### config.mk
export PLATFORM = sky130hd
export DESIGN_NAME = reset_sequencer
export DESIGN_NICKNAME = d
export VERILOG_FILES = /design/src/rtl/rstseq_pkg.sv /design/src/rtl/rst_pin_qualifier.sv /design/src/rtl/clk_rate_monitor.sv /design/src/rtl/rst_seq_fsm.sv /design/src/rtl/reset_sequencer.sv
export SDC_FILE = /design/constraint.sdc
export NUM_CORES = 1
export LEC_CHECK = 0
export ABC_CLOCK_PERIOD_IN_PS = 2400
export BUFFER_PORTS_ARGS = -buffer_cell sky130_fd_sc_hd__buf_2
export CORE_AREA = 2 2 58 60
export DETAILED_ROUTE_END_ITERATION = 7
export DIE_AREA = 0 0 60 62
export PLACE_DENSITY = 0.69
export SLEW_MARGIN = 30
export SYNTH_ARGS = -nofsm -noshare
export SYNTH_HDL_FRONTEND = slang
export SYNTH_SLANG_ARGS = --single-unit
### constraint.sdc
create_clock -name clk -period 2.4 [get_ports clk]
set_clock_uncertainty 0.2 [all_clocks]
set_input_delay 0.48 -clock clk [delete_from_list [all_inputs] [get_ports clk]]
set_output_delay 0.48 -clock clk [all_outputs]
set_load 0.02 [all_outputs]
### src/rtl/rstseq_pkg.sv
package rstseq_pkg;

    typedef enum logic [1:0] {
        SEQ_POWERUP = 2'd0,
        SEQ_RUN     = 2'd1,
        SEQ_HOLD    = 2'd2,
        SEQ_STRETCH = 2'd3
    } seq_state_e;

    typedef enum logic [1:0] {
        CAUSE_POWER = 2'b00,
        CAUSE_PIN   = 2'b01,
        CAUSE_WDOG  = 2'b10,
        CAUSE_CLOCK = 2'b11
    } cause_e;

    // Fixed priority: slow clock, then watchdog, then pin.
    function automatic cause_e pick_cause(input logic clk_bad,
                                          input logic wd_hit,
                                          input logic pin_hit);
        cause_e c;
        if (clk_bad)
            c = CAUSE_CLOCK;
        else if (wd_hit)
            c = CAUSE_WDOG;
        else if (pin_hit)
            c = CAUSE_PIN;
        else
            c = CAUSE_POWER;
        return c;
    endfunction

endpackage

### src/rtl/rst_pin_qualifier.sv
module rst_pin_qualifier #(
    parameter int SYNC_STAGES = 2,
    parameter int MIN_LOW     = 6
) (
    input  logic clk,
    input  logic rst_n,
    input  logic pin_n,
    output logic pin_req
);
    localparam int LW = $clog2(MIN_LOW + 1);
    localparam logic [LW-1:0] LOW_SAT = LW'(MIN_LOW);

    logic [SYNC_STAGES-1:0] sync_q;
    logic                   pin_sync;
    logic [LW-1:0]          low_cnt;

    // Synchroniser chain, reset to the released (high) level.
    generate
        for (genvar g = 0; g < SYNC_STAGES; g++) begin : g_sync
            if (g == 0) begin : g_first
                always_ff @(posedge clk or negedge rst_n) begin
                    if (!rst_n) sync_q[0] <= 1'b1;
                    else        sync_q[0] <= pin_n;
                end
            end else begin : g_next
                always_ff @(posedge clk or negedge rst_n) begin
                    if (!rst_n) sync_q[g] <= 1'b1;
                    else        sync_q[g] <= sync_q[g-1];
                end
            end
        end
    endgenerate

    assign pin_sync = sync_q[SYNC_STAGES-1];

    // Saturating count of consecutive low samples.
    always_ff @(posedge clk or negedge rst_n) begin
        if (!rst_n)
            low_cnt <= '0;
        else if (pin_sync)
            low_cnt <= '0;
        else if (low_cnt != LOW_SAT)
            low_cnt <= low_cnt + 1'b1;
    end

    assign pin_req = (low_cnt == LOW_SAT);

    // a request only exists while the synchronised pin was low.
    p_req_needs_low_r4: assert property (@(posedge clk) disable iff (!rst_n)
        pin_req |-> !$past(pin_sync))
        else $error("pin request without low pin");

    // a high synchronised pin withdraws the request on the next edge.
    p_high_clears_r5: assert property (@(posedge clk) disable iff (!rst_n)
        pin_sync |=> !pin_req)
        else $error("pin request survived high pin");

endmodule

### src/rtl/clk_rate_monitor.sv
module clk_rate_monitor #(
    parameter int MIN_CLKS = 16
) (
    input  logic clk,
    input  logic rst_n,
    input  logic ref_tick,
    output logic clk_slow
);
    localparam int CW = $clog2(MIN_CLKS + 1);
    localparam logic [CW-1:0] CNT_SAT = CW'(MIN_CLKS);

    logic [CW-1:0] per_cnt;

    // Counts clocks between ticks, saturating at the threshold.
    always_ff @(posedge clk or negedge rst_n) begin
        if (!rst_n) begin
            per_cnt  <= '0;
            clk_slow <= 1'b0;
        end else if (ref_tick) begin
            clk_slow <= (per_cnt < CNT_SAT);
            per_cnt  <= '0;
        end else if (per_cnt != CNT_SAT) begin
            per_cnt  <= per_cnt + 1'b1;
        end
    end

    // the verdict changes only on a reference tick.
    p_verdict_on_tick_r8: assert property (@(posedge clk) disable iff (!rst_n)
        !$stable(clk_slow) |-> $past(ref_tick))
        else $error("slow flag moved without tick");

    // a tick after a full-length period clears the flag.
    p_full_period_clears_r9: assert property (@(posedge clk) disable iff (!rst_n)
        (ref_tick && per_cnt == CNT_SAT) |=> !clk_slow)
        else $error("slow flag kept after full period");

endmodule

### src/rtl/rst_seq_fsm.sv
module rst_seq_fsm
    import rstseq_pkg::*;
#(
    parameter int POR_CYCLES     = 4096,
    parameter int STRETCH_CYCLES = 4
) (
    input  logic       clk,
    input  logic       pwr_good,
    input  logic       pin_req,
    input  logic       wdog_req,
    input  logic       clk_slow,
    output logic       rst_out,
    output logic [1:0] cause_out
);
    localparam int CNT_MAX = (POR_CYCLES > STRETCH_CYCLES) ? POR_CYCLES : STRETCH_CYCLES;
    localparam int CNT_W   = $clog2(CNT_MAX);
    localparam logic [CNT_W-1:0] POR_LAST = CNT_W'(POR_CYCLES - 1);
    localparam logic [CNT_W-1:0] STR_LAST = CNT_W'(STRETCH_CYCLES - 1);

    seq_state_e       state, nxt_state;
    cause_e           cause, nxt_cause;
    logic [CNT_W-1:0] cnt, nxt_cnt;
    logic             any_req;

    assign any_req = pin_req | wdog_req | clk_slow;

    // State register, shared counter and cause register.
    always_ff @(posedge clk or negedge pwr_good) begin
        if (!pwr_good) begin
            state <= SEQ_POWERUP;
            cnt   <= '0;
            cause <= CAUSE_POWER;
        end else begin
            state <= nxt_state;
            cnt   <= nxt_cnt;
            cause <= nxt_cause;
        end
    end

    // Transitions: settle done, trigger, quiet, retrigger, tail done.
    always_comb begin
        nxt_state = state;
        nxt_cnt   = cnt;
        nxt_cause = cause;
        unique case (state)
            SEQ_POWERUP: begin
                if (cnt == POR_LAST) begin
                    nxt_state = SEQ_RUN;
                    nxt_cnt   = '0;
                end else begin
                    nxt_cnt = cnt + 1'b1;
                end
            end
            SEQ_RUN: begin
                if (any_req) begin
                    nxt_state = SEQ_HOLD;
                    nxt_cause = pick_cause(clk_slow, wdog_req, pin_req);
                end
            end
            SEQ_HOLD: begin
                if (!any_req) begin
                    nxt_state = SEQ_STRETCH;
                    nxt_cnt   = '0;
                end
            end
            SEQ_STRETCH: begin
                if (any_req) begin
                    nxt_state = SEQ_HOLD;
                    nxt_cause = pick_cause(clk_slow, wdog_req, pin_req);
                end else if (cnt == STR_LAST) begin
                    nxt_state = SEQ_RUN;
                    nxt_cnt   = '0;
                end else begin
                    nxt_cnt = cnt + 1'b1;
                end
            end
        endcase
    end

    // Outputs.
    always_comb begin
        rst_out   = (state != SEQ_RUN);
        cause_out = cause;
    end

    // power low forces reset with the power-up code.
    always @(posedge clk) begin
        if (!pwr_good) begin
            p_power_low_r1: assert (rst_out && cause_out == 2'b00)
                else $error("power low without power-up reset");
        end
    end

    // the power-up hold keeps the power-up code whatever else happens.
    p_powerup_code_r3: assert property (@(posedge clk) disable iff (!pwr_good)
        (state == SEQ_POWERUP) |=> (cause_out == 2'b00))
        else $error("cause overwritten during power-up");

    // an active source outside power-up keeps reset asserted next cycle.
    p_source_holds_r6: assert property (@(posedge clk) disable iff (!pwr_good)
        (any_req && state != SEQ_POWERUP) |=> rst_out)
        else $error("reset released while a source is active");

    // release after a tail happens only with all sources quiet.
    p_release_quiet_r7: assert property (@(posedge clk) disable iff (!pwr_good)
        ($fell(rst_out) && $past(state) == SEQ_STRETCH) |-> !$past(any_req))
        else $error("released with a source active");

    // a slow clock on a trigger edge always wins the cause.
    p_clock_first_r10: assert property (@(posedge clk) disable iff (!pwr_good)
        ((state == SEQ_RUN || state == SEQ_STRETCH) && clk_slow) |=> (cause_out == 2'b11))
        else $error("slow clock lost priority");

    // cause is steady while running with no source active.
    p_cause_kept_r11: assert property (@(posedge clk) disable iff (!pwr_good)
        (state == SEQ_RUN && !any_req) |=> $stable(cause_out))
        else $error("cause changed without a reset");

endmodule

### src/rtl/reset_sequencer.sv
module reset_sequencer #(
    parameter int POR_CYCLES        = 4096,
    parameter int PIN_MIN_LOW       = 6,
    parameter int PIN_SYNC_STAGES   = 2,
    parameter int STRETCH_CYCLES    = 4,
    parameter int MIN_CLKS_PER_TICK = 16
) (
    input  logic       clk,
    input  logic       pwr_good_i,
    input  logic       ext_rst_n_i,
    input  logic       wdog_expire_i,
    input  logic       ref_tick_i,
    output logic       rst_o,
    output logic [1:0] cause_o
);
    logic pin_req;
    logic clk_slow;

    rst_pin_qualifier #(
        .SYNC_STAGES (PIN_SYNC_STAGES),
        .MIN_LOW     (PIN_MIN_LOW)
    ) u_pin (
        .clk     (clk),
        .rst_n   (pwr_good_i),
        .pin_n   (ext_rst_n_i),
        .pin_req (pin_req)
    );

    clk_rate_monitor #(
        .MIN_CLKS (MIN_CLKS_PER_TICK)
    ) u_mon (
        .clk      (clk),
        .rst_n    (pwr_good_i),
        .ref_tick (ref_tick_i),
        .clk_slow (clk_slow)
    );

    rst_seq_fsm #(
        .POR_CYCLES     (POR_CYCLES),
        .STRETCH_CYCLES (STRETCH_CYCLES)
    ) u_fsm (
        .clk       (clk),
        .pwr_good  (pwr_good_i),
        .pin_req   (pin_req),
        .wdog_req  (wdog_expire_i),
        .clk_slow  (clk_slow),
        .rst_out   (rst_o),
        .cause_out (cause_o)
    );

endmodule

# Yosys cells after proc, flatten, opt, wreduce, memory -nomap -nowiden
# Cells that the tools add are included.
# word_totals
register_bits	27
in_bits	5
wordCells	54
# classes
addsub	3
n_lt_le_gt_ge	1
n_eq_ne	14
mux	18
bitwise	2
n_reduce_logical	8
# op_table
cell	count
$mux 12	4
$pmux 12 s3	1
$mux 2	7
$add 12x1->12 const B	1
$eq 12x12->1 const B	1
$eq 12x2->1 const B	1
$mux 5	2
$pmux 2 s4	1
$mux 3	2
$ne 2x1->1 const B	3
$add 5x1->5 const B	1
$lt 5x5->1 const B	1
$ne 5x5->1 const B	1
$eq 2x2->1 const B	2
$ne 2x2->1 const B	2
$reduce_and 4->1	1
$reduce_bool 2->1	2
$add 3x1->3 const B	1
$eq 3x3->1 const B	1
$ne 3x1->1 const B	1
$ne 3x3->1 const B	1
$reduce_and 3->1	1
$reduce_bool 3->1	1
$eq 2x1->1 const B	1
other kinds (5)	6

# Depth between registers and ports, before layout
# Gate-level depths: netlist of run 1.
# logic_depth
depth_word	5
ltp_mapped	6
mapped_depth_nobuf	6

# Hierarchy
# A second synthesis of run 1 with hierarchy kept.
# unflattened
cells_unflattened	154
hier_area_um2	1498.9
# modules_own_cells
mod	instances	cells_each	area_each_um2	seq_area_each_um2
rst_seq_fsm	1	107	942.2	400.4
clk_rate_monitor	1	30	334.1	150.1
rst_pin_qualifier	1	17	222.7	127.6

# Worst setup path after synthesis of run 1
# OpenSTA, ideal clock, no wires.
# synth_timing
path_type	reg2reg
startpoint	reg u_pin.low_cnt[0]
endpoint	reg u_fsm.cnt[9]
t_arrival_ns	1.725
setup_slack_ns	0.401
stages_incl_launch_ff	7
cell_sequence	dfrtp_1 inv_1 ha_1 a211oi_4 a22oi_2 or4_4 a21oi_2
# synth_between
elab_chain_cells	5
elab_cells_between_ends	6
# synth_rtl
item	line_no	text
start, declared	rst_pin_qualifier.sv:15	logic [LW-1:0] low_cnt;
start signal, assigned	rst_pin_qualifier.sv:43	low_cnt <= low_cnt + 1'b1;
$eq 3x3->1 (*)	rst_pin_qualifier.sv:46	assign pin_req = (low_cnt == LOW_SAT);
$or 1x1->1 (*) (2 in series)	rst_seq_fsm.sv:25	assign any_req = pin_req | wdog_req | clk_slow;
$ne 2x2->1 (no line)	--	
$reduce_and 3->1 (no line) (*)	--	
end signal, assigned	rst_seq_fsm.sv:35	cnt <= nxt_cnt;
end, declared	rst_seq_fsm.sv:22	logic [CNT_W-1:0] cnt, nxt_cnt;
# Mark *: on every way between the ends. The rest lies on a longest branch, timed or not.
# A chain may end at the register's enable or synchronous reset.

# Worst setup path in the final report of run 1
# Ends and elaborated chain as after synthesis.

==> results.md, run 1 <==
- Post-layout min period: 2190 ps
- Fmax: 457 MHz
- CTS resizes: 0
- Pin count of the biggest net entering global routing: 28
- Syn Inst Count: 144
- Hold Path Stages: 1
- N_diodes: 0
- Sequential fraction of the synthesis area: 0.473
- DR vias/cell: 5.64
- Hold EP: u_pin.sync_q[0]
- RSZ-0062 raised after global routing: false
- Tot GR Track Use: 0.161
- Pwr/cell area: 547 nW/um^2
- P_int: 610 uW
- Compound-cell area share of the yosys netlist: 0.173
- Area growth syn-to-layout: 8.63%
- Worst hold path startpoint: ext_rst_n_i
- Layout cell share with drive strength beyond 1: 0.161
- CTS tree: yes
- CP endpoint kind: flip-flop
- Simple-gate share of the synthesized area: 0.232
- Drt pass-1 iters: 4
- Clock sinks: 27
- Die Y-Extent: 62 um
- Peak fanout along the critical path: 9
- Reg2Reg Depth: 6
- Crit path cell chain: inv_1 -> ha_1 -> a211oi_4 -> a22oi_2 -> or4_4 -> a21oi_2
- DRT Wirelength: 2.73 mm
- Clock power frac: 0.229
- Syn_area_per_cell: 9.97 sq um
- Die footprint: 3720 sq um
- Mux contribution to synthesized area: 0.0139
- Required time worst endpoint: 2460 ps
- Most common cell after layout, fill and taps aside: dfrtp_1
- I/O pin count: 8
- Final Hold Vio Count: 0
- DRC Markers: 0
- FF+latch count, synth: 27
- Post-synth EDFFs: 0
- Slew Viols, Final: 0
- Largest family of logic cells by synthesized area: simple AND/OR/NAND/NOR gates
- Max-Cap Viols: 0
- Per-cell routed wire length: 13.6 um
- Clk root buf: clkbuf_4
- Clock transition at the registers of the reported paths: 140 ps
- Filler instances: 298
- Worst VDD drop: 0.277 mV
- Die X: 60 um
- Antenna Nets Post-Route: 0
- Ys async rst share: 1.00
- FF-to-FF setup slack: 210 ps
- Post-Syn Area: 1440 sq um
- Core ar.: 3180 sq um
- Post-Synth Adder-Cell Area: 0.0436
- Cell variety after synth: 39
- Via count: 1134
- Setup TNS: 0 ps
- CP peak stage delay: 440 ps
- Total grt overflow: 0
- Sw Ratio: 0.285
- Initial core utilization: 0.451
- Clk buf depth: 2
- First-pass GRT wire length: 4.53 mm
- Htree depth: 1
- Worst slew margin: 0.609
- Worst Hold Class: in -> reg
- XOR/XNOR Fraction of Synth Area: 0.0366
- Switching power: 243 uW
- Initial antenna violation count: 0
- Startpoint Class: flip-flop
- Period Utilization, post-route: 0.912
- Comb power frac: 0.156
- Vias in the first global route: 1038
- Inserted Clock Buffers: 3
- Crit Reg-Reg Endpoint: u_fsm.cnt[9]
- Crit-path slowest cell: or4_4
- Worst-margin pin slew: 587 ps
- Final nets: 166
- Row cnt: 21
- Status: completed
- Post-Syn Nets: 154
- Clk Latency, worst-skew pair: 330 ps
- Yosys warning count: 0
- Port-buffer cells: 7
- Final number of setup-violating endpoints: 0
- FF-to-FF Start: u_pin.low_cnt[0]
- GP Congestion: 0.845
- Ys flop type: dfrtp_1
- Worst hold slack: 37.3 ps
- P_leak: 0.000611 uW
- Most frequent cells in the layout: dfrtp_1 (25), nand2_1 (14), nor2_1 (14)
- Critical path class: reg -> reg
- Critical Path AT: 2250 ps
- Flop pwr share: 0.615
- Fin util: 0.490
- HPWL reported at the end of detailed placement: 2.01 mm
- DRT iter0 DRCs: 58
## power by group through the flow
| stage | combinational (uW) | clock (uW) | sequential [uW] |
|---|---|---|---|
| global placement | 124 | 0 | 531 |
| CTS | 136 | 206 | 524 |
| floorplan | 90.1 | 0 | 528 |
| global route | 157 | 223 | 531 |
| finish | 133 | 195 | 524 |
| detailed placement | 134 | 0 | 533 |
## synth_stat cells (all sizes together), types with 2 or more instances
library cell / n / share of area
dfrtp: 25 / 0.44
nand2: 14 / 0.037
nor2: 14 / 0.037
a21oi: 13 / 0.053
o21ai: 11 / 0.038
nand3: 7 / 0.024
or3: 6 / 0.026
ha: 5 / 0.044
inv: 5 / 0.013
and4: 3 / 0.018
buf: 3 / 0.015
nand4: 3 / 0.013
nor3: 3 / 0.010
xnor2: 3 / 0.018
xor2: 3 / 0.018
a211oi: 2 / 0.019
a22oi: 2 / 0.024
a32oi: 2 / 0.012
dfstp: 2 / 0.037
mux2i: 2 / 0.014
o31ai: 2 / 0.010
or4: 2 / 0.016
## what timing repair did
| action | 4_1_cts | 5_1_grt |
|---|---|---|
| buffers inserted | 0 | 0 |
| hold buffers | 1 | 0 |
| hold endpoints to repair | 25 | 0 |
## how the worst max path moves through the flow
| stage | to | slack [ps] | start | cells after the start |
|---|---|---|---|---|
| floorplan | u_fsm.cnt[9] | 400 | u_pin.low_cnt[0] | 6 |
| global placement | u_fsm.cnt[10] | 310 | u_pin.low_cnt[0] | 6 |
| detailed placement | u_fsm.cnt[9] | 230 | u_pin.low_cnt[0] | 6 |
| CTS | u_fsm.cnt[9] | 200 | u_pin.low_cnt[0] | 6 |
| global route | u_fsm.cnt[10] | 40 | u_pin.low_cnt[0] | 6 |
| finish | u_fsm.cnt[9] | 210 | u_pin.low_cnt[0] | 6 |
## critical path: cells and delay by family, from the launching register on
family,cells,cell delay [ps]
and+or+nand+nor,1,440
buffers and inverters,1,60
AOI/OAI and AO/OA,3,750
DFF,1,410
adders and majority gates,1,260
## cell families after synthesis
logic type / after synthesis
flops: 27
simple gates: 61
xor+xnor: 6
buf+inv: 8
fa+ha+maj: 5
mux: 2
compound gates: 35
## stage by stage
stage / worst slack (ps) / power, uW / instance area, sq um / cells
global route: 35.2 / 912 / 1560 / 201
global placement: 314 / 655 / 1520 / 196
finish: 210 / 853 / 1560 / 201
CTS: 198 / 865 / 1560 / 201
detailed placement: 227 / 667 / 1520 / 196
floorplan: 401 / 619 / 1440 / 144
## final cells by class
class / instances / area [sq um] / area share
clock buffers: 3 / 22.5 / 0.0144
flip-flops and latches: 27 / 678 / 0.435
clock inverters: 1 / 5.00 / 0.00321
inverters: 5 / 18.8 / 0.0120
multi-input cells: 109 / 717 / 0.460
repair buffers: 10 / 60.1 / 0.0385
well taps: 46 / 57.6 / 0.0369
## per-layer routing
| layer | global-route usage | share of wire | vias to the layer above |
|---|---|---|---|
| met2 | 0.287 | 0.53 | 15 |
| met1 | 0.200 | 0.43 | 557 |
| met5 | 0 | 0 | - |
| met3 | 0.0228 | 0.028 | 4 |
| li1 | - | - | 558 |
| met4 | 0.0571 | 0.010 | 0 |
## sequential cells by signal (all words and copies together), names as in the netlist
signal	cells
u_pin.pin_sync	1
u_pin.low_cnt	3
u_fsm.cnt	12
u_mon.per_cnt	5
u_fsm.cause_out	2
u_mon.clk_slow	1
u_pin.sync_q	1
u_fsm.state	2
No activity file was read; power rests on OpenSTA's default activity.
==> run 2: changes to the inputs <==
--- a/config.mk
+++ b/config.mk
@@ -7,10 +7,10 @@
 export LEC_CHECK = 0
 export ABC_CLOCK_PERIOD_IN_PS = 2400
 export BUFFER_PORTS_ARGS = -buffer_cell sky130_fd_sc_hd__buf_2
-export CORE_AREA = 2 2 58 60
+export CORE_AREA = 2 2 54 56
 export DETAILED_ROUTE_END_ITERATION = 7
-export DIE_AREA = 0 0 60 62
-export PLACE_DENSITY = 0.69
+export DIE_AREA = 0 0 56 58
+export PLACE_DENSITY = 0.77
 export SLEW_MARGIN = 30
 export SYNTH_ARGS = -nofsm -noshare
 export SYNTH_HDL_FRONTEND = slang
==> run 2 against run 1 <==
  * Global-route usage increased by 2.4 points
  * Utilization increased by 8.6 points
  * Via count decreased by 0.97%
  * Non-clock buffer count decreased by 1
  * Maximum frequency decreased by 0.12%
  * Critical path depth unchanged
  * Power about the same
  * Sequential power about the same
  * Worst hold slack got worse by 9.4 ps
  * Cell count decreased by 8.0%
  * Wire length decreased by 1.5%
  * First-iteration DRC count decreased by 3.4%
  * Critical path type unchanged
==> results.md, run 2 (synthesis gave the netlist of run 1 again) <==
- Status: completed
- Area growth syn-to-layout: 6.97%
- RSZ-0062 raised after global routing: false
- Fmax: 456 MHz (-0.12%)
- Number of flip-flops in the largest register: 12 (unchanged)
- Pwr/cell area: 556 nW/um^2 (+1.6%)
- Final nets: 165 (-0.60%)
- Worst hold path startpoint: ext_rst_n_i
- Initial core utilization: 0.539 (+0.0876)
- DRT iter0 DRCs: 56 (-3.4%)
- I/O pin count: 8 (unchanged)
- Power consumption: 854 uW (about the same)
- Via count: 1123 (-0.97%)
- Setup TNS: 0 ps (unchanged)
- Vias in the first global route: 1082 (+4.2%)
- Total grt overflow: 0 (unchanged)
- HPWL reported at the end of detailed placement: 2.00 mm (-0.45%)
- Required time worst endpoint: 2470 ps (about the same)
- CP peak stage delay: 450 ps (about the same)
- Fin util: 0.577 (+0.0862)
- Layout cell share with drive strength beyond 1: 0.156 (-0.00545)
- Row cnt: 19 (-9.5%)
- Most frequent cells in the layout: dfrtp_1 (25), nand2_1 (14), nor2_1 (14)
- FF-to-FF Start: u_pin.low_cnt[0]
- CP Buf/Inv Count: 1 (unchanged)
- Initial antenna violation count: 0 (unchanged)
- Post-layout min period: 2190 ps (+2.53 ps)
- Antenna Nets Post-Route: 0 (unchanged)
- CTS resizes: 0 (unchanged)
- CP endpoint kind: flip-flop
- Seq. cell area: 678 sq um (unchanged)
- Tot GR Track Use: 0.186 (+0.0245)
- CTS tree: yes
- First-pass GRT wire length: 4.75 mm (+4.7%)
- Final number of setup-violating endpoints: 0 (unchanged)
- Hold Path Stages: 1 (unchanged)
- Port-buffer cells: 7 (unchanged)
- N_diodes: 0 (unchanged)
- Clk buf depth: 2 (unchanged)
- Final Hold Vio Count: 0 (unchanged)
- Period Utilization, post-route: 0.914 (+0.00106)
- Place WS: 239 ps (+11.4 ps)
- Biggest register: u_fsm.cnt
- Critical Path AT: 2270 ps (+20 ps)
- Worst slew margin: 0.616 (+0.00746)
- Crit Reg-Reg Endpoint: u_fsm.cnt[9]
- Worst Hold Class: in -> reg
- Clk root buf: clkbuf_4
- FF-to-FF setup slack: 210 ps (about the same)
- Per-cell routed wire length: 14.5 um (+7.1%)
- Die X: 56 um (-6.7%)
- Most common cell after layout, fill and taps aside: dfrtp_1
- Peak fanout along the critical path: 9 (unchanged)
- Slew Viols, Final: 0 (unchanged)
- Clk Latency, worst-skew pair: 330 ps (about the same)
- Worst-margin pin slew: 575 ps (-11.2 ps)
- Htree depth: 1 (unchanged)
- Filler instances: 245 (-18%)
- Die footprint: 3250 sq um (-13%)
- Worst VDD drop: 0.390 mV (+41%)
- Biggest regs: u_fsm.cnt x12, u_mon.per_cnt x5, u_pin.low_cnt x3
- Clock transition at the registers of the reported paths: 140 ps (about the same)
- Crit path max-delay family: compound AO/OA/AOI/OAI gates
- DRT Wirelength: 2.69 mm (-1.5%)
- Inserted Clock Buffers: 3 (unchanged)
- Critical path class: reg -> reg
- Reg2Reg Depth: 6 (unchanged)
- Die Y-Extent: 58 um (-6.5%)
- Drt pass-1 iters: 5 (+1)
- DR vias/cell: 6.07 (+7.6%)
- Crit-path slowest cell: or4_4
- Max-Cap Viols: 0 (unchanged)
- Core ar.: 2660 sq um (-16%)
- Crit path cell chain: inv_1 -> ha_1 -> a211oi_4 -> a22oi_2 -> or4_4 -> a21oi_2
- Pin count of the biggest net entering global routing: 28 (unchanged)
- P_leak: 0.000603 uW (-1.3%)
- Worst Slack Setup Final: 208 ps (-2.53 ps)
- DRC Markers: 0 (unchanged)
- Hold EP: u_pin.sync_q[0]
- Startpoint Class: flip-flop
- Area of the multi-input gates: 717 sq um (unchanged)
- GP Congestion: 0.807 (-4.6%)
- Clock sinks: 27 (unchanged)
[run 2: layout make-up]
class	instances	area share
Clock buffer	3	0.0147
Clock inverter	1	0.00489
Inverter	5	0.0122
Multi-Input combinational cell	109	0.467
Sequential cell	27	0.442
Tap cell	31	0.0253
Timing Repair Buffer	9	0.0342
[run 2: how the worst max path moves through the flow]
stage	start	endpoint	slack (ps)	cells past startpoint
2_1_floorplan	u_pin.low_cnt[0]	u_fsm.cnt[9]	400	6
3_3_place_gp	u_pin.low_cnt[0]	u_fsm.cnt[9]	310	6
3_5_place_dp	u_pin.low_cnt[0]	u_fsm.cnt[9]	240	6
4_1_cts	u_pin.low_cnt[0]	u_fsm.cnt[9]	200	6
5_1_grt	u_pin.low_cnt[0]	u_fsm.cnt[10]	110	6
6_report	u_pin.low_cnt[0]	u_fsm.cnt[9]	210	6
[run 2: routing by layer]
metal / share of wire / routed length, um / track usage
met1: 0.45 / 1200 / 0.239
met2: 0.51 / 1370 / 0.316
met3: 0.029 / 79 / 0.0223
met4: 0.012 / 33 / 0.0884
met5: 0 / 0 / 0
[run 2: repair_timing]
| action | CTS | global route |
|---|---|---|
| hold buffers | 1 | 0 |
| buffers inserted | 0 | 0 |
| hold endpoints to repair | 25 | 0 |
[run 2: worst reg2reg max path, cell delays in order (launching register included)]
cell and delay [ps]:
dfrtp_1 420, inv_1 60, ha_1 260, a211oi_4 430
a22oi_2 190, or4_4 450, a21oi_2 140
[run 2: per-stage QoR]
stage          cell area [sq um]  instances  hold WS, ps
2_1_floorplan               1440        144        -15.6
3_3_place_gp                1500        180          149
3_5_place_dp                1500        180          150
4_1_cts                     1540        185         22.0
5_1_grt                     1540        185         14.3
6_report                    1540        185         27.9
[run 2: where the power goes]
part | switching, uW | internal (uW) | leakage, uW | total, uW
combinational | 71.6 | 59.3 | 0.000244 | 131
sequential | 36.7 | 487 | 0.000345 | 524
clock | 135 | 63.9 | 0.0000139 | 199
==> run 3: changes to the inputs <==
--- a/config.mk
+++ b/config.mk
@@ -7,10 +7,13 @@
 export LEC_CHECK = 0
 export ABC_CLOCK_PERIOD_IN_PS = 2400
 export BUFFER_PORTS_ARGS = -buffer_cell sky130_fd_sc_hd__buf_2
-export CORE_AREA = 2 2 54 56
+export CELL_PAD_IN_SITES_DETAIL_PLACEMENT = 0
+export CELL_PAD_IN_SITES_GLOBAL_PLACEMENT = 1
+export CORE_AREA = 2 2 59 61
 export DETAILED_ROUTE_END_ITERATION = 7
-export DIE_AREA = 0 0 56 58
-export PLACE_DENSITY = 0.77
+export DIE_AREA = 0 0 61 63
+export PLACE_DENSITY = 0.8
+export SKIP_CTS_REPAIR_TIMING = 1
 export SLEW_MARGIN = 30
 export SYNTH_ARGS = -nofsm -noshare
 export SYNTH_HDL_FRONTEND = slang
==> run 3 against run 2 <==
  * Critical path type unchanged
  * Critical endpoint unchanged
  * Largest power group unchanged
  * Non-clock buffer count rose by 1
  * Power down 0.65%
  * Wire length decreased by 2.2%
  * Sequential share of layout area down 0.67 points
==> results.md, run 3 (synthesis gave the netlist of run 1 again) <==
- Status: completed
- Total grt overflow: 0 (unchanged)
- Layout cell share with drive strength beyond 1: 0.161 (+0.00545)
- N_diodes: 0 (unchanged)
- P_int: 609 uW (-0.24%)
- First-pass GRT wire length: 4.53 mm (-4.7%)
- CP endpoint kind: flip-flop
- DRC Markers: 0 (unchanged)
- Fmax: 462 MHz (+1.4%)
- HPWL reported at the end of detailed placement: 1.97 mm (-1.3%)
- Clk buf depth: 2 (unchanged)
- Clock transition at the registers of the reported paths: 150 ps (about the same)
- Clock power frac: 0.230 (-0.003)
- Vias in the first global route: 1026 (-5.2%)
- Hold EP: u_pin.sync_q[0]
- DRT iter0 DRCs: 45 (-20%)
- Place WS: 242 ps (+2.98 ps)
- Antenna Nets Post-Route: 0 (unchanged)
- Worst hold path startpoint: ext_rst_n_i
- Final Hold Vio Count: 0 (unchanged)
- Slew Viols, Final: 0 (unchanged)
- Comb power frac: 0.153 (about the same)
- Crit path cell chain: inv_1 -> ha_1 -> a211oi_4 -> a22oi_2 -> or4_4 -> a21oi_2
- Worst Hold Class: in -> reg
- Pin count of the biggest net entering global routing: 28 (unchanged)
- RSZ-0062 raised after global routing: false
- Final number of setup-violating endpoints: 0 (unchanged)
- Clk root buf: clkbuf_4
- Tot GR Track Use: 0.153 (-0.0326)
- Area growth syn-to-layout: 8.63%
- Max-Cap Viols: 0 (unchanged)
- Reg2Reg Depth: 6 (unchanged)
- DRT Wirelength: 2.63 mm (-2.2%)
- Worst-margin pin slew: 584 ps (+8.77 ps)
- Most frequent cells in the layout: dfrtp_1 (25), nand2_1 (14), nor2_1 (14)
- Die footprint: 3840 sq um (+18%)
- Via count: 1096 (-2.4%)
- Die Y-Extent: 63 um (+8.6%)
- Final nets: 166 (+0.61%)
- Seq. cell area: 678 sq um (unchanged)
- Inserted Clock Buffers: 3 (unchanged)
- Initial antenna violation count: 0 (unchanged)
- Critical Path AT: 2230 ps (-40 ps)
- Flop pwr share: 0.618 (+0.004)
- CP peak stage delay: 450 ps (about the same)
- Per-cell routed wire length: 13.1 um (-9.9%)
- GP Congestion: 0.839 (+4.0%)
- Port-buffer cells: 7 (unchanged)
- I/O pin count: 8 (unchanged)
- Period Utilization, post-route: 0.901 (-0.0126)
- FF-to-FF Start: u_pin.low_cnt[0]
- Worst Slack Setup Final: 238 ps (+30.3 ps)
- Switching power: 239 uW (-1.7%)
- Sw Ratio: 0.282 (-0.00295)
- Drt pass-1 iters: 4 (-1)
- Clock sinks: 27 (unchanged)
- Worst VDD drop: 0.529 mV (+35%)
- Area of the multi-input gates: 717 sq um (unchanged)
- FF-to-FF setup slack: 240 ps (+30 ps)
- Htree depth: 1 (unchanged)
- Most common cell after layout, fill and taps aside: dfrtp_1
- Pwr/cell area: 544 nW/um^2 (-2.2%)
- Core ar.: 3230 sq um (+21%)
- CTS tree: yes
- Initial core utilization: 0.444 (-0.0949)
- Clk Latency, worst-skew pair: 320 ps (about the same)
- Startpoint Class: flip-flop
- Hold Path Stages: 1 (unchanged)
- Filler instances: 325 (+33%)
- DR vias/cell: 5.45 (-10%)
- Worst slew margin: 0.611 (-0.00585)
- Peak fanout along the critical path: 9 (unchanged)
- Crit Reg-Reg Endpoint: u_fsm.cnt[9]
- Power consumption: 848 uW (-0.65%)
- Crit-path slowest cell: or4_4
- Row cnt: 21 (+2)
- Number of flip-flops in the largest register: 12 (unchanged)
- Required time worst endpoint: 2470 ps (about the same)
- Die X: 61 um (+8.9%)
- Critical path class: reg -> reg
- Post-layout min period: 2160 ps (-30.3 ps)
- Setup TNS: 0 ps (unchanged)
- Biggest regs: u_fsm.cnt x12, u_mon.per_cnt x5, u_pin.low_cnt x3
- Biggest register: u_fsm.cnt
- P_leak: 0.000611 uW (+1.3%)
run 3: cell count changes in the layout (fill, tap and decap cells not counted):
cell and delta:
buf_4 +1, clkinvlp_4 -1, clkinv_2 +1
run 3: power by group through the flow:
| stage | logic [uW] | registers (uW) | clock network, uW |
|---|---|---|---|
| floorplan | 90.1 | 528 | 0 |
| global placement | 126 | 531 | 0 |
| detailed placement | 130 | 533 | 0 |
| CTS | 131 | 525 | 201 |
| global route | 148 | 530 | 224 |
| finish | 129 | 524 | 195 |
run 3: worst max path at each step:
stage	from	slack, ps	end
finish	u_pin.low_cnt[0]	240	u_fsm.cnt[9]
global route	u_pin.low_cnt[0]	120	u_fsm.cnt[10]
CTS	u_pin.low_cnt[0]	210	u_fsm.cnt[9]
detailed placement	u_pin.low_cnt[0]	240	u_fsm.cnt[9]
global placement	u_pin.low_cnt[0]	290	u_fsm.cnt[9]
floorplan	u_pin.low_cnt[0]	400	u_fsm.cnt[9]
run 3: critical path: cells and delay by family, from the launching register on:
kind | cells | cell delay (ps)
compound gates | 3 | 760
fa+ha+maj | 1 | 250
buf+inv | 1 | 60
flops | 1 | 410
simple gates | 1 | 450
run 3: metrics by stage:
step | util | instance area [sq um] | instances | hold slack, ps
after floorplan | - | 1440 | 144 | -15.6
after global placement | 0.471 | 1520 | 196 | 148
after detailed placement | 0.471 | 1520 | 196 | 148
after CTS | 0.479 | 1550 | 200 | -43.6
after global routing | 0.482 | 1560 | 201 | 8.68
final | 0.482 | 1560 | 201 | 42.9
run 3: area by class of cell:
class | instances | share of cell area
Clock buffer | 3 | 0.0144
Clock inverter | 1 | 0.00321
Inverter | 5 | 0.0120
Multi-Input combinational cell | 109 | 0.460
Sequential cell | 27 | 0.435
Tap cell | 46 | 0.0369
Timing Repair Buffer | 10 | 0.0385
run 3: per-layer routing:
layer / global-route usage / wire [um] / share of wire
met1: 0.197 / 1240 / 0.47
met2: 0.261 / 1280 / 0.49
met3: 0.0414 / 89 / 0.034
met4: 0.0190 / 8 / 0.0030
met5: 0 / 0 / 0
